**src/rtl/cond_gate_pkg.sv**
```systemverilog
package cond_gate_pkg;

   // Treatment of the all-ones condition code
   typedef enum logic [1:0] {
      NV_NEVER   = 2'd0,
      NV_FLAGGED = 2'd1,
      NV_EXTEND  = 2'd2
   } nv_mode_e;

   localparam int unsigned COND_W = 4;

   // Registered decision record
   typedef struct packed {
      logic exec;
      logic squash;
      logic uncond;
      logic unpred;
   } gate_out_t;

endpackage

```
**src/rtl/cond_gate_eval.sv**
```systemverilog
module cond_gate_eval
   import cond_gate_pkg::*;
(
   input  logic [COND_W-1:0] cond,
   input  logic              fn,
   input  logic              fz,
   input  logic              fc,
   input  logic              fv,
   output logic              pass
);
   logic n_eq_v;
   logic base;

   assign n_eq_v = (fn == fv);

   // Bits [3:1] select the test; bit 0 inverts it (codes 0000 to 1101)
   always_comb begin
      unique case (cond[3:1])
         3'd0:    base = fz;
         3'd1:    base = fc;
         3'd2:    base = fn;
         3'd3:    base = fv;
         3'd4:    base = fc & ~fz;
         3'd5:    base = n_eq_v;
         3'd6:    base = ~fz & n_eq_v;
         default: base = 1'b1;
      endcase
   end

   // 1110 always passes; 1111 is resolved by the all-ones handler
   assign pass = (cond == 4'hE) ? 1'b1 :
                 (cond == 4'hF) ? 1'b0 : (base ^ cond[0]);

endmodule

```
**src/rtl/cond_gate_nv.sv**
```systemverilog
module cond_gate_nv
   import cond_gate_pkg::*;
#(
   parameter nv_mode_e NV_MODE = NV_EXTEND
) (
   input  logic is_nv,
   output logic nv_pass,
   output logic nv_uncond,
   output logic nv_unpred
);
   generate
      if (NV_MODE == NV_NEVER) begin : g_never
         assign nv_pass   = 1'b0;
         assign nv_uncond = 1'b0;
         assign nv_unpred = 1'b0;
      end else if (NV_MODE == NV_FLAGGED) begin : g_flagged
         assign nv_pass   = 1'b0;
         assign nv_uncond = 1'b0;
         assign nv_unpred = is_nv;
      end else begin : g_extend
         assign nv_pass   = is_nv;
         assign nv_uncond = is_nv;
         assign nv_unpred = 1'b0;
      end
   endgenerate

endmodule

```
**src/rtl/cond_gate_stage.sv**
```systemverilog
module cond_gate_stage
   import cond_gate_pkg::*;
(
   input  logic      clk,
   input  logic      rst,
   input  logic      valid,
   input  gate_out_t d,
   output gate_out_t q
);
   always_ff @(posedge clk) begin
      if (rst)        q <= '0;
      else if (valid) q <= d;
      else            q <= '0;
   end

   AST_ONE_OF_TWO: assert property (@(posedge clk) disable iff (rst)
      valid |=> ($countones({q.exec, q.squash}) == 1));
   AST_IDLE_ZERO: assert property (@(posedge clk) disable iff (rst)
      !valid |=> (q == '0));
   AST_RESET_CLEAR: assert property (@(posedge clk)
      rst |=> (q == '0));

endmodule

```
**src/rtl/cond_gate.sv**
```systemverilog
module cond_gate
   import cond_gate_pkg::*;
#(
   parameter int unsigned INSTR_W = 32,
   parameter nv_mode_e    NV_MODE = NV_EXTEND
) (
   input  logic               clk,
   input  logic               rst,
   input  logic               instr_valid,
   input  logic [INSTR_W-1:0] instr_word,
   input  logic               flag_n,
   input  logic               flag_z,
   input  logic               flag_c,
   input  logic               flag_v,
   output logic               exec_en,
   output logic               squash,
   output logic               uncond_space,
   output logic               cond_unpred
);
   localparam int unsigned COND_LSB = INSTR_W - COND_W;

   generate
      if (INSTR_W < 8) begin : g_bad_width
         $error("cond_gate: INSTR_W must be at least 8");
      end
   endgenerate

   logic [COND_W-1:0] cond;
   logic              ev_pass, nv_pass, nv_uncond, nv_unpred, is_nv, pass;
   logic              unused_low;
   gate_out_t         d, q;

   assign cond       = instr_word[INSTR_W-1:COND_LSB];
   assign unused_low = ^instr_word[COND_LSB-1:0];
   assign is_nv      = (cond == 4'hF);

   cond_gate_eval i_eval (
      .cond (cond),
      .fn   (flag_n),
      .fz   (flag_z),
      .fc   (flag_c),
      .fv   (flag_v),
      .pass (ev_pass)
   );

   cond_gate_nv #(.NV_MODE(NV_MODE)) i_nv (
      .is_nv     (is_nv),
      .nv_pass   (nv_pass),
      .nv_uncond (nv_uncond),
      .nv_unpred (nv_unpred)
   );

   assign pass     = is_nv ? nv_pass : ev_pass;
   assign d.exec   = pass;
   assign d.squash = ~pass;
   assign d.uncond = nv_uncond;
   assign d.unpred = nv_unpred;

   cond_gate_stage i_stage (
      .clk   (clk),
      .rst   (rst),
      .valid (instr_valid),
      .d     (d),
      .q     (q)
   );

   assign exec_en      = q.exec;
   assign squash       = q.squash;
   assign uncond_space = q.uncond;
   assign cond_unpred  = q.unpred;

   AST_ALWAYS_RUNS: assert property (@(posedge clk) disable iff (rst)
      (instr_valid && cond == 4'hE) |=> exec_en);
   AST_EQ_ON_ZERO: assert property (@(posedge clk) disable iff (rst)
      (instr_valid && cond == 4'h0 && flag_z) |=> exec_en);
   AST_UNCOND_EXEC: assert property (@(posedge clk) disable iff (rst)
      uncond_space |-> (exec_en && !cond_unpred));
   AST_UNPRED_SQUASH: assert property (@(posedge clk) disable iff (rst)
      cond_unpred |-> (squash && !uncond_space));

endmodule

```
**config.mk**
```make
export PLATFORM = sky130hd
export DESIGN_NAME = cond_gate
export DESIGN_NICKNAME = d
export VERILOG_FILES = /design/src/rtl/cond_gate_pkg.sv /design/src/rtl/cond_gate_eval.sv /design/src/rtl/cond_gate_nv.sv /design/src/rtl/cond_gate_stage.sv /design/src/rtl/cond_gate.sv
export SDC_FILE = /design/constraint.sdc
export NUM_CORES = 1
export LEC_CHECK = 0
export CORE_AREA = 10 10 47 49
export CTS_CLUSTER_SIZE = 8
export DETAILED_ROUTE_END_ITERATION = 16
export DIE_AREA = 0 0 57 59
export PLACE_DENSITY_LB_ADDON = 0.12
export SLEW_MARGIN = 20
export SYNTH_ARGS = -nofsm -noshare
export SYNTH_HDL_FRONTEND = slang
export SYNTH_SLANG_ARGS = --single-unit
```
**constraint.sdc**
```tcl
create_clock -name clk -period 1.9 [get_ports clk]
set_clock_uncertainty 0.1 [all_clocks]
set_input_delay 0.38 -clock clk [delete_from_list [all_inputs] [get_ports clk]]
set_output_delay 0.38 -clock clk [all_outputs]
set_load 0.03 [all_outputs]
```
==> results of run 1 <==
## logic make-up after synthesis
group | Yosys count | share of synthesized area
buffers and inverters | 1 | 0.03391
and+or+nand+nor | 12 | 0.3447
DFF | 3 | 0.2712
other | 1 | 0.01693
AOI/OAI and AO/OA | 4 | 0.1243
muxes | 2 | 0.09040
xor gates and xnor gates | 3 | 0.1187
## cells in the final DEF, fill, tap and decap left out
cell and instances:
a22oi_1 1, a31oi_1 1, and4b_1 1, buf_4 5
clkbuf_1 1, clkbuf_4 3, clkdlybuf4s50_1 11, conb_1 1
dfxtp_1 3, dlymetal6s2s_1 2, mux2i_1 2, nand2_1 3
nand2b_1 1, nor2_1 1, nor2b_1 1, nor3_1 1
nor4b_2 1, o2111ai_1 1, o21ai_2 1, or2b_1 1
or4_4 1, or4b_1 1, xor2_1 2, xor2_2 1
## stage by stage
step	TNS, ps	hold WS [ps]	total power, W
floorplan	0	404.2	0.00009868
global placement	-368.2	898.7	0.0001395
detailed placement	-391.8	906.9	0.0001414
CTS	0	665.3	0.0002579
global route	-9.116	553.2	0.0002752
finish	0	507.9	0.0002595
## critical path: cells and delay by family
family / cells / cell delay (ps)
XOR/XNOR: 1 / 210
AND/OR/NAND/NOR: 2 / 680
buffers and inverters: 1 / 530
AO/OA/AOI/OAI: 1 / 90
## layer usage
metal,global-route usage,vias up
li1,-,137
met1,0.04182,121
met2,0.06822,14
met3,0.02575,0
met4,0.03020,0
met5,0,-
## power groups by stage
stage	logic, W	clock network, W	registers [W]
final	0.0000775	0.000115	0.0000669
after global routing	0.0000849	0.000123	0.0000671
after CTS	0.0000737	0.000117	0.0000669
after detailed placement	0.0000734	0	0.0000679
after global placement	0.0000718	0	0.0000677
after floorplan	0.0000248	0	0.0000739
## cell type report
| cell class | instances | area (sq um) |
|---|---|---|
| repair buffers | 18 | 172.7 |
| well taps | 16 | 20.02 |
| clock buffers | 4 | 26.28 |
| flip-flops and latches | 3 | 60.06 |
| fillers | 160 | 947.2 |
| multi-input cells | 22 | 175.2 |
## worst max-delay path by stage
| stage | startpoint | end | slack [ps] |
|---|---|---|---|
| 2_1_floorplan | flag_n | i_stage.q[3]$_SDFF_PP0_ | 390 |
| 3_3_place_gp | instr_word[29] | i_stage.q[3]$_SDFF_PP0_ | -210 |
| 3_5_place_dp | flag_v | i_stage.q[3]$_SDFF_PP0_ | -220 |
| 4_1_cts | flag_v | i_stage.q[3]$_SDFF_PP0_ | 30 |
| 5_1_grt | flag_n | i_stage.q[3]$_SDFF_PP0_ | -7 |
| 6_report | flag_v | i_stage.q[3]$_SDFF_PP0_ | 40 |
## timing repair
action                                  in CTS  in global routing
hold buffers                                 0                  0
gates resized for setup                      0                  6
endpoints found under the setup margin       0                  2
buffers inserted                             0                  0
==> flow_metrics.py, run 1 <==
metrics = {
    "logic_synthesis": {
        "synthCells": 26,
        "synth_warnings": 0,
        "synth_seq_area_share": 0.2712,
        "syn-cell-area_sq_um": 221.5,
        "synth_common_cells": "dfxtp_1, nand2_1, xor2_1, mux2i_1",
        "synth_ff_type": "dfxtp_1",
        "ys_top_cells_by_area": "dfxtp_1, xor2_1, mux2i_1",
        "syn_nets": 65,
        "synth-seq-cells": 3,
        "synth_edf_count": 0,
        "synth_cell_types": 19,
        "yosysTopAreaCell": "dfxtp_1",
        "async_flop_share": 0,
        "syn_area_per_cell_sq_um": 8.518,
        "yosysTopAreaCellShare": 0.2712,
    },
    "placed_design": {
        "routabilityCongestion": 0.6877,
        "post-place-ws_ps": -218.6,
        "io_buffers": 13,
        "place_inst": 59,
        "postPlaceCellArea_sq_um": 401.6,
    },
    "layout": {
        "antennaDiodeCount": 0,
        "regMostFlops": "i_stage.q",
        "drive_above_1_share": 0.2553,
        "fin_util": 0.3241,
        "instances_no_fill": 63,
        "area_growth_pct": 105.1,
        "largest_reg_flops": 3,
        "reg_top3": "i_stage.q (3)",
        "fin_area_sq_um": 454.2,
        "finalNetCount": 87,
    },
    "routing": {
        "met2_length_um": 344,
        "top_layer": "met3",
        "wl_um": 709,
        "drtPass1Iterations": 4,
        "ant_nets": 0,
        "met1_length_um": 290,
        "vias": 272,
        "vias_per_cell": 4.317,
        "first_iter_violations": 3,
        "met3_length_um": 74,
        "drc": 0,
        "post_drt_wl_per_cell_um": 11.25,
    },
    "sta": {
        "fin_ws_ps": 40.10,
        "final-max-slew-violation-count": 0,
        "finalSetupViolations": 0,
        "hold_violations": 0,
        "fin_crit_ps": 1860,
        "period_share": 0.9789,
        "fmax_mhz": 537.7,
    },
    "die": {
        "die_w_um": 57,
        "ioPinCount": 43,
        "core.rowCount": 14,
        "initial_core_util": 0.1580,
        "core-area_sq_mm": 0.001401,
        "dieHeight_um": 59,
        "dieArea_sq_mm": 0.003363,
    },
    "power": {
        "ir_drop_mv": 0.1368,
        "p_per_area_mw_per_mm2": 571.4,
        "leakage_nw": 0.1977,
        "p_sw_frac": 0.2732,
        "p_comb_frac": 0.299,
        "internal_power_w": 0.0001886,
        "pwr-share-clk": 0.444,
        "p_seq_frac": 0.258,
        "p_sw_w": 0.00007089,
    },
    "worst_setup_path": {
        "critPathKind": "in2reg",
        "cp_max_fo": 2,
        "cp_cell_sequence": "clkdlybuf4s50_1, xor2_2, o21ai_2, or4_4, and4b_1",
        "worstPathArrival_ps": 1880,
        "cp_slowest_stage_delay_ps": 530,
        "cpMaxStageDelayCell": "clkdlybuf4s50_1",
        "cp-end-kind": "flip-flop",
        "cp-start-kind": "primary input",
        "required_ps": 1920,
    },
    "global_route": {
        "grt_pass1_vias": 296,
        "grt_start_max_net_pins": 7,
        "overflow": 0,
        "grt_pass1_wl_mm": 1.166,
        "grtUsageTotal": 0.04331,
        "antenna_found_initial": 0,
    },
    "min_path": {
        "min_to": "i_stage.q[1]$_SDFF_PP0_",
        "hold_depth": 4,
        "hold_class": "in2reg",
        "min_from": "instr_word[30]",
    },
    "clock_network": {
        "cts_buffers": 3,
        "cts_sinks": 3,
        "clkTransAtPathRegs_ps": 40,
        "cts_tree": "built",
        "clock-root-buffer": "clkbuf_4",
        "htree_levels": 1,
        "clockBufferDepth": 2,
    },
    "status": {
        "run_status": "finished clean",
    },
    "job": {
        "maxCapViolations": 0,
    },
}
Note: power is estimated with default switching activity, not from simulation.
==> run 2: changes to the inputs <==
Settings changed: GPL_TIMING_DRIVEN set to 1.
==> results of run 2 <==
Same layout as run 1: the final DEF is identical, and so are final timing and power.
==> run 3: changes to the inputs <==
Settings changed: CAP_MARGIN set to 20.
==> results of run 3 <==
Same layout as run 1: the final DEF is identical, and so are final timing and power.
